$ cat src/rtl/cfgsum_pkg.sv
package cfgsum_pkg;

    typedef enum logic [1:0] {
        ST_EMPTY = 2'd0,
        ST_SUM   = 2'd1,
        ST_DONE  = 2'd2
    } cfgsum_state_e;

endpackage

$ cat src/rtl/cfgsum_ctrl.sv
module cfgsum_ctrl
    import cfgsum_pkg::*;
(
    input  logic          clk,
    input  logic          rst_n,
    input  logic          start,
    input  logic          take_data,
    input  logic          take_last,
    output cfgsum_state_e state,
    output logic          done
);

    cfgsum_state_e state_q;
    cfgsum_state_e state_d;

    // Next-state logic.
    always_comb begin
        state_d = state_q;
        unique case (state_q)
            ST_EMPTY, ST_DONE: begin
                if (take_last)      state_d = ST_DONE;   // T_CLOSE
                else if (take_data) state_d = ST_SUM;    // T_FIRST
                else                state_d = ST_EMPTY;  // T_IDLE
            end
            ST_SUM: begin
                if (take_last)      state_d = ST_DONE;   // T_CLOSE
                else if (take_data) state_d = ST_SUM;    // T_HOLD (new block if start)
                else if (start)     state_d = ST_EMPTY;  // T_ABORT
                else                state_d = ST_SUM;    // T_HOLD
            end
            default:                state_d = ST_EMPTY;
        endcase
    end

    // State register.
    always_ff @(posedge clk or negedge rst_n) begin
        if (!rst_n) state_q <= ST_EMPTY;
        else        state_q <= state_d;
    end

    // Output logic: done is a registered (Moore) output of the state.
    always_comb begin
        done = 1'b0;
        unique case (state_q)
            ST_DONE:         done = 1'b1;
            ST_EMPTY, ST_SUM: done = 1'b0;
            default:         done = 1'b0;
        endcase
    end

    assign state = state_q;

    assert_done_after_last_R7: assert property (@(posedge clk) disable iff (!rst_n)
        take_last |=> done);
    assert_done_only_after_last_R7: assert property (@(posedge clk) disable iff (!rst_n)
        !take_last |=> !done);
    assert_data_leaves_sum_state_R2: assert property (@(posedge clk) disable iff (!rst_n)
        (take_data && !take_last) |=> (state == ST_SUM));

endmodule

$ cat src/rtl/cfgsum_acc.sv
module cfgsum_acc #(
    parameter int DATA_W = 16,
    parameter int ACC_W  = 32
) (
    input  logic              clk,
    input  logic              rst_n,
    input  logic              clear,
    input  logic              add_en,
    input  logic              end_en,
    input  logic [DATA_W-1:0] din,
    output logic [ACC_W-1:0]  base,
    output logic [ACC_W-1:0]  acc_q
);

    localparam int PAD_W = ACC_W - DATA_W;

    logic [ACC_W-1:0] din_ext;
    logic [ACC_W-1:0] acc_d;

    assign din_ext = {{PAD_W{1'b0}}, din};

    // The clear takes effect before the addition in the same cycle.
    assign base = clear ? '0 : acc_q;

    always_comb begin
        if (end_en)      acc_d = '0;
        else if (add_en) acc_d = base + din_ext;
        else             acc_d = base;
    end

    always_ff @(posedge clk or negedge rst_n) begin
        if (!rst_n) acc_q <= '0;
        else        acc_q <= acc_d;
    end

    assert_clear_on_start_R8: assert property (@(posedge clk) disable iff (!rst_n)
        (clear && !add_en) |=> (acc_q == '0));
    assert_idle_holds_R9: assert property (@(posedge clk) disable iff (!rst_n)
        (!clear && !add_en && !end_en) |=> $stable(acc_q));
    assert_adds_word_R2: assert property (@(posedge clk) disable iff (!rst_n)
        (add_en && !clear && !end_en) |=> (acc_q == $past(acc_q) + $past(din_ext)));
    assert_checksum_not_added_R3: assert property (@(posedge clk) disable iff (!rst_n)
        end_en |=> (acc_q == '0));

endmodule

$ cat src/rtl/cfgsum_judge.sv
module cfgsum_judge #(
    parameter int DATA_W = 16,
    parameter int ACC_W  = 32
) (
    input  logic              clk,
    input  logic              rst_n,
    input  logic              decide,
    input  logic [ACC_W-1:0]  sum,
    input  logic [DATA_W-1:0] check_word,
    output logic              pass_q
);

    logic low_match;
    logic sum_nonzero;
    logic verdict;

    assign low_match   = (sum[DATA_W-1:0] == check_word);
    assign sum_nonzero = |sum;
    assign verdict     = low_match && sum_nonzero;

    always_ff @(posedge clk or negedge rst_n) begin
        if (!rst_n)      pass_q <= 1'b0;
        else if (decide) pass_q <= verdict;
    end

    assert_pass_holds_R7: assert property (@(posedge clk) disable iff (!rst_n)
        !decide |=> $stable(pass_q));
    assert_zero_sum_fails_R5: assert property (@(posedge clk) disable iff (!rst_n)
        (decide && (sum == '0)) |=> !pass_q);
    assert_mismatch_fails_R4: assert property (@(posedge clk) disable iff (!rst_n)
        (decide && (sum[DATA_W-1:0] != check_word)) |=> !pass_q);

endmodule

$ cat src/rtl/cfg_checksum_verifier.sv
module cfg_checksum_verifier
    import cfgsum_pkg::*;
#(
    parameter int DATA_W = 16,
    parameter int ACC_W  = 32
) (
    input  logic              clk,
    input  logic              rst_n,
    input  logic              start,
    input  logic              word_valid,
    input  logic [DATA_W-1:0] word_data,
    input  logic              word_last,
    output logic              done,
    output logic              pass
);

    logic             take_data;
    logic             take_last;
    logic [ACC_W-1:0] sum_base;
    logic [ACC_W-1:0] acc_q;
    cfgsum_state_e    state;

    assign take_data = word_valid && !word_last;
    assign take_last = word_valid && word_last;

    cfgsum_ctrl u_ctrl (
        .clk       (clk),
        .rst_n     (rst_n),
        .start     (start),
        .take_data (take_data),
        .take_last (take_last),
        .state     (state),
        .done      (done)
    );

    cfgsum_acc #(.DATA_W(DATA_W), .ACC_W(ACC_W)) u_acc (
        .clk    (clk),
        .rst_n  (rst_n),
        .clear  (start),
        .add_en (take_data),
        .end_en (take_last),
        .din    (word_data),
        .base   (sum_base),
        .acc_q  (acc_q)
    );

    cfgsum_judge #(.DATA_W(DATA_W), .ACC_W(ACC_W)) u_judge (
        .clk        (clk),
        .rst_n      (rst_n),
        .decide     (take_last),
        .sum        (sum_base),
        .check_word (word_data),
        .pass_q     (pass)
    );

    assert_empty_state_zero_R1: assert property (@(posedge clk) disable iff (!rst_n)
        (state == ST_EMPTY) |-> (acc_q == '0));
    assert_one_word_fails_R6: assert property (@(posedge clk) disable iff (!rst_n)
        (take_last && (start || state != ST_SUM)) |=> (done && !pass));

endmodule

$ cat config.mk
export PLATFORM = sky130hd
export DESIGN_NAME = cfg_checksum_verifier
export DESIGN_NICKNAME = d
export VERILOG_FILES = /design/src/rtl/cfgsum_pkg.sv /design/src/rtl/cfgsum_ctrl.sv /design/src/rtl/cfgsum_acc.sv /design/src/rtl/cfgsum_judge.sv /design/src/rtl/cfg_checksum_verifier.sv
export SDC_FILE = /design/constraint.sdc
export NUM_CORES = 1
export LEC_CHECK = 0
export BUFFER_PORTS_ARGS = -buffer_cell sky130_fd_sc_hd__buf_2
export CORE_MARGIN = 5
export CORE_UTILIZATION = 40
export DETAILED_ROUTE_END_ITERATION = 8
export GPL_TIMING_DRIVEN = 1
export PLACE_DENSITY = 0.61
export SLEW_MARGIN = 10
export SYNTH_ARGS = -nofsm -noshare
export SYNTH_HDL_FRONTEND = slang
export SYNTH_HIERARCHICAL = 1
export SYNTH_SLANG_ARGS = --single-unit
$ cat constraint.sdc
create_clock -name clk -period 3.5 [get_ports clk]
set_input_delay 0 -clock clk [delete_from_list [all_inputs] [get_ports clk]]
set_output_delay 0 -clock clk [all_outputs]
set_load 0.1 [all_outputs]
==> report_table.html <==
<table>
<tr><th>Metric</th><th>Value</th></tr>
<tr><th colspan="2">Outcome</th></tr>
<tr><td>Run status</td><td>completed</td></tr>
<tr><th colspan="2">Setup path</th></tr>
<tr><td>Arrival time at the worst endpoint</td><td>3370 ps</td></tr>
<tr><td>Crit Reg-Reg Startpoint</td><td>u_acc/acc_q[1]$_DFF_PN0_</td></tr>
<tr><td>Maximum net fanout on the critical path</td><td>5</td></tr>
<tr><td>Worst r2r dst</td><td>u_acc/acc_q[30]$_DFF_PN0_</td></tr>
<tr><td>R2R cell count</td><td>11</td></tr>
<tr><td>Capturing element type of the critical path</td><td>flip-flop</td></tr>
<tr><td>Crit Path Class</td><td>reg -&gt; reg</td></tr>
<tr><td>Worst reg-to-reg setup slack</td><td>320 ps</td></tr>
<tr><td>Critical path launch point type</td><td>flip-flop</td></tr>
<tr><td>WP data required</td><td>3690 ps</td></tr>
<tr><th colspan="2">Finish</th></tr>
<tr><td>Area taken by multi-input logic gates</td><td>2450 sq um</td></tr>
<tr><td>Layout-stage area growth over the synthesis result</td><td>6.35%</td></tr>
<tr><td>Fin cells</td><td>549</td></tr>
<tr><td>Fraction of final layout cells sized beyond drive strength 1</td><td>0.150</td></tr>
<tr><td>Ant. Diodes</td><td>0</td></tr>
<tr><td>Number of nets at the end of the flow</td><td>467</td></tr>
<tr><td>Register cell area after layout</td><td>876 sq um</td></tr>
<tr><td>Final core utilization</td><td>0.435</td></tr>
<tr><td>Filler Cells Inserted</td><td>926</td></tr>
<tr><th colspan="2">Power and ir drop</th></tr>
<tr><td>Leakage component of the power</td><td>1.58 nW</td></tr>
<tr><td>Maximum ir drop on the vdd rail</td><td>0.182 mV</td></tr>
<tr><td>PwrDens</td><td>294 nW/um^2</td></tr>
<tr><th colspan="2">Synthesis</th></tr>
<tr><td>Post-synthesis area per instance</td><td>8.19 sq um</td></tr>
<tr><td>Post-synthesis async set-or-reset flop share</td><td>1.00</td></tr>
<tr><td>Simple logic cell fraction of the synthesized area</td><td>0.303</td></tr>
<tr><td>Count of flip-flops with a built-in enable after synthesis</td><td>0</td></tr>
<tr><td>Summed instance area of the synthesized netlist</td><td>3550 sq um</td></tr>
<tr><td>Multiplexer share of the synthesized area</td><td>0.0212</td></tr>
<tr><td>Synth Area in Compound Gates</td><td>0.217</td></tr>
<tr><td>Area fraction of the dominant cell type after synthesis</td><td>0.247</td></tr>
<tr><td>Most used flip-flop cell after synthesis</td><td>sky130_fd_sc_hd__dfrtp_1</td></tr>
<tr><td>Total of flip-flops plus latches after synthesis</td><td>35</td></tr>
<tr><td>Largest cells by area after synthesis</td><td>sky130_fd_sc_hd__dfrtp_1, sky130_fd_sc_hd__xor2_1, sky130_fd_sc_hd__nor2_1</td></tr>
<tr><td>Instance count of the mapped netlist</td><td>433</td></tr>
<tr><td>Combinational family with the most area after synthesis</td><td>simple AND/OR/NAND/NOR gates</td></tr>
<tr><td>Count of yosys warnings during synthesis</td><td>6</td></tr>
<tr><td>Library cells used by synthesis</td><td>78</td></tr>
<tr><td>Post-synth top area cell</td><td>sky130_fd_sc_hd__dfrtp_1</td></tr>
<tr><td>Synthesized net count</td><td>460</td></tr>
<tr><td>Parity-gate share of the synthesized area counting xor and xnor cells</td><td>0.123</td></tr>
<tr><td>Portion of the post-synthesis area used by sequential elements</td><td>0.247</td></tr>
<tr><td>Synthesized-area fraction occupied by adder cells</td><td>0.0272</td></tr>
<tr><th colspan="2">Placement</th></tr>
<tr><td>Final HPWL from detailed placement</td><td>6630 um</td></tr>
<tr><td>Number of buffer cells added on primary ports</td><td>22</td></tr>
<tr><td>Cell Count Post-Placement</td><td>540</td></tr>
<tr><td>Global placement routability congestion</td><td>0.864</td></tr>
<tr><td>Pre-CTS setup slack</td><td>449 ps</td></tr>
<tr><th colspan="2">Route</th></tr>
<tr><td>Number of routed nets with antenna violations</td><td>0</td></tr>
<tr><td>Iteration-0 DRC count of the detailed router</td><td>174</td></tr>
<tr><td>Wirelength, routed</td><td>9050 um</td></tr>
<tr><td>DR pass1 iterations</td><td>4</td></tr>
<tr><td>Detailed-route via count</td><td>3171</td></tr>
<tr><td>DRC violations left</td><td>0</td></tr>
<tr><td>Routed wire per std cell</td><td>16.5 um</td></tr>
<tr><td>Number of vias per cell</td><td>5.78</td></tr>
<tr><th colspan="2">Die</th></tr>
<tr><td>Core Footprint</td><td>8680 sq um</td></tr>
<tr><td>Horizontal die dimension</td><td>104 um</td></tr>
<tr><td>Die footprint</td><td>10900 sq um</td></tr>
<tr><td># rows</td><td>34</td></tr>
<tr><td>Io pins</td><td>23</td></tr>
<tr><td>Height of the die</td><td>104 um</td></tr>
<tr><td>Effective utilization at floorplan</td><td>0.409</td></tr>
<tr><th colspan="2">STA</th></tr>
<tr><td>Final worst setup slack</td><td>319 ps</td></tr>
<tr><td>Number of slew-limit violations in the final report</td><td>0</td></tr>
<tr><td>Final worst hold slack</td><td>119 ps</td></tr>
<tr><td>Final clock period utilization by the worst path</td><td>0.909</td></tr>
<tr><td>Worst slew margin relative to its limit</td><td>0.448</td></tr>
<tr><td>Final count of negative-setup-slack endpoints</td><td>0</td></tr>
<tr><td>Unrepaired setup endpoints after global routing</td><td>no</td></tr>
<tr><td>Clock Skews</td><td>5.88 ps</td></tr>
<tr><td>Endpoints failing hold</td><td>0</td></tr>
<tr><td>Actual transition at the worst max-transition pin</td><td>828 ps</td></tr>
<tr><td>Maximum clock frequency</td><td>314 MHz</td></tr>
<tr><td>Total negative slack for setup checks</td><td>0 ps</td></tr>
<tr><td>Period minus WS final</td><td>3180 ps</td></tr>
<tr><th colspan="2">Clocking</th></tr>
<tr><td>Clock transition at path regs</td><td>80 ps</td></tr>
<tr><td>Clock root buffer</td><td>sky130_fd_sc_hd__clkbuf_8</td></tr>
<tr><td>Sinks on the clock net</td><td>35</td></tr>
<tr><td>H-tree lvl count</td><td>2</td></tr>
<tr><td>TritonCTS clock tree</td><td>yes</td></tr>
<tr><td>Clock latency on the worst-skew pair</td><td>290 ps</td></tr>
<tr><td>CTS resizes</td><td>0</td></tr>
<tr><td>Number of CTS-inserted buffers</td><td>5</td></tr>
<tr><td>Worst-case clock buffer depth</td><td>2</td></tr>
<tr><th colspan="2">Global route</th></tr>
<tr><td>Total overflow reported by the global router</td><td>0</td></tr>
<tr><td>Met3 track demand over resource in global routing</td><td>0.0205</td></tr>
<tr><td>First-pass GRT wire length</td><td>15300 um</td></tr>
<tr><td>Antenna violations before repair</td><td>0</td></tr>
<tr><td>Largest net degree at the start of global routing</td><td>40</td></tr>
<tr><td>Most congested layer reported by global routing</td><td>met2</td></tr>
<tr><td>Met1 track demand over resource</td><td>0.240</td></tr>
<tr><td>Vias in the first global route</td><td>3086</td></tr>
<tr><td>Tot GR Track Use</td><td>0.168</td></tr>
<tr><td>Met2 Use GR</td><td>0.265</td></tr>
<tr><th colspan="2">Min path</th></tr>
<tr><td>Hold endpoint</td><td>u_acc/acc_q[0]$_DFF_PN0_</td></tr>
<tr><td>Hold path cells</td><td>4</td></tr>
<tr><td>Startpoint of the most critical hold path</td><td>word_data[0]</td></tr>
<tr><td>Hold WC Path Type</td><td>in -&gt; reg</td></tr>
<tr><th colspan="2">Run</th></tr>
<tr><td>Total of max-cap violations</td><td>0</td></tr>
</table>
sequential cells by signal (all words and copies together) (netlist names):
| signal | count |
|---|---|
| u_judge/pass_q | 1 |
| u_ctrl/state | 2 |
| u_acc/acc_q | 32 |
report_power, final:
group	leakage [nW]	total (W)	switching (W)	internal [W]
logic	1.04	0.000279	0.000174	0.000105
registers	0.478	0.000443	0.0000225	0.000420
clock network	0.0612	0.000388	0.000157	0.000231
cells in the mapped netlist (8+ instances only):
library cell	number
sky130_fd_sc_hd__o21ai_0	12
sky130_fd_sc_hd__nor4_1	12
sky130_fd_sc_hd__xnor2_1	22
sky130_fd_sc_hd__inv_1	13
sky130_fd_sc_hd__nor2b_1	28
sky130_fd_sc_hd__nor2_1	53
sky130_fd_sc_hd__nand2_1	33
sky130_fd_sc_hd__a21oi_1	24
sky130_fd_sc_hd__o211ai_1	12
sky130_fd_sc_hd__nor3_1	9
sky130_fd_sc_hd__a31oi_1	8
sky130_fd_sc_hd__buf_2	9
sky130_fd_sc_hd__dfrtp_1	35
sky130_fd_sc_hd__xor2_1	28
worst max-delay path: stages (launching register included):
cell,delay (ps)
sky130_fd_sc_hd__dfrtp_1,360
sky130_fd_sc_hd__nor2b_1,400
sky130_fd_sc_hd__xor2_1,210
sky130_fd_sc_hd__ha_1,220
sky130_fd_sc_hd__a21oi_1,60
sky130_fd_sc_hd__a2111oi_2,340
sky130_fd_sc_hd__o22a_2,250
sky130_fd_sc_hd__a31oi_1,170
sky130_fd_sc_hd__o31ai_1,560
sky130_fd_sc_hd__nand3_1,170
sky130_fd_sc_hd__xnor2_1,160
sky130_fd_sc_hd__and2_1,150
area by class of cell:
cell class | count | share of cell area
flip-flops and latches | 35 | 0.232
clock inverters | 2 | 0.00928
well taps | 108 | 0.0358
multi-input cells | 359 | 0.650
repair buffers | 26 | 0.0378
inverters | 13 | 0.0129
clock buffers | 6 | 0.0219
cell usage in the layout (no fill, tap or decap), types with 4 or more instances in the layout:
master                      synthesis  routed
sky130_fd_sc_hd__ha_1               6       6
sky130_fd_sc_hd__or3_1              7       7
sky130_fd_sc_hd__nor3_1             9       9
sky130_fd_sc_hd__nor4bb_1           6       6
sky130_fd_sc_hd__nand3_1            7       7
sky130_fd_sc_hd__o21ai_0           12      12
sky130_fd_sc_hd__buf_2              9      22
sky130_fd_sc_hd__nand4_1            5       5
sky130_fd_sc_hd__xnor2_1           22      22
sky130_fd_sc_hd__inv_1             13      13
sky130_fd_sc_hd__nand2_1           33      33
sky130_fd_sc_hd__clkbuf_8           1       6
sky130_fd_sc_hd__a21oi_1           24      24
sky130_fd_sc_hd__o211ai_1          12      12
sky130_fd_sc_hd__a2111oi_2          4       4
sky130_fd_sc_hd__nor2_1            53      53
sky130_fd_sc_hd__a31oi_1            8       8
sky130_fd_sc_hd__xor2_1            28      28
sky130_fd_sc_hd__nor4_1            12      12
sky130_fd_sc_hd__and2_1             6       6
sky130_fd_sc_hd__nor2b_1           28      28
sky130_fd_sc_hd__dfrtp_1           35      35
how the worst max path moves through the flow:
stage	cells after the start	from	slack, ps	end
final	11	u_acc/acc_q[1]$_DFF_PN0_	320	u_acc/acc_q[30]$_DFF_PN0_
after global routing	11	u_acc/acc_q[1]$_DFF_PN0_	150	u_acc/acc_q[30]$_DFF_PN0_
after CTS	11	u_acc/acc_q[1]$_DFF_PN0_	420	u_acc/acc_q[30]$_DFF_PN0_
after detailed placement	11	u_acc/acc_q[1]$_DFF_PN0_	450	u_acc/acc_q[30]$_DFF_PN0_
after global placement	11	u_acc/acc_q[1]$_DFF_PN0_	520	u_acc/acc_q[30]$_DFF_PN0_
after floorplan	15	start	310	u_acc/acc_q[23]$_DFF_PN0_
stage by stage:
stage / power [W] / area (sq um)
after floorplan: 0.000664 / 3550
after global placement: 0.000722 / 3650
after detailed placement: 0.000726 / 3650
after CTS: 0.00112 / 3770
after global routing: 0.00117 / 3770
final: 0.00111 / 3770
layer usage:
layer / vias to the layer above / share of wire
met4: 0 / 0.010
met3: 7 / 0.041
met1: 1521 / 0.49
li1: 1568 / -
met2: 75 / 0.46
met5: - / 0
timing repair:
item / CTS / global route
setup buffers: 0 / 0
setup endpoints to repair: 0 / 0
hold buffers: 1 / 0
endpoints found under the hold margin: 35 / 0
cell families (layout without fill, tap and decap cells):
kind of cell,Yosys count,count (layout)
and+or+nand+nor,191,191
AOI/OAI and AO/OA,103,103
xor gates and xnor gates,50,50
buffers and inverters,39,47
DFF,35,35
adders and majority gates,8,8
muxes,7,7
(Power assumes the default switching activity.)
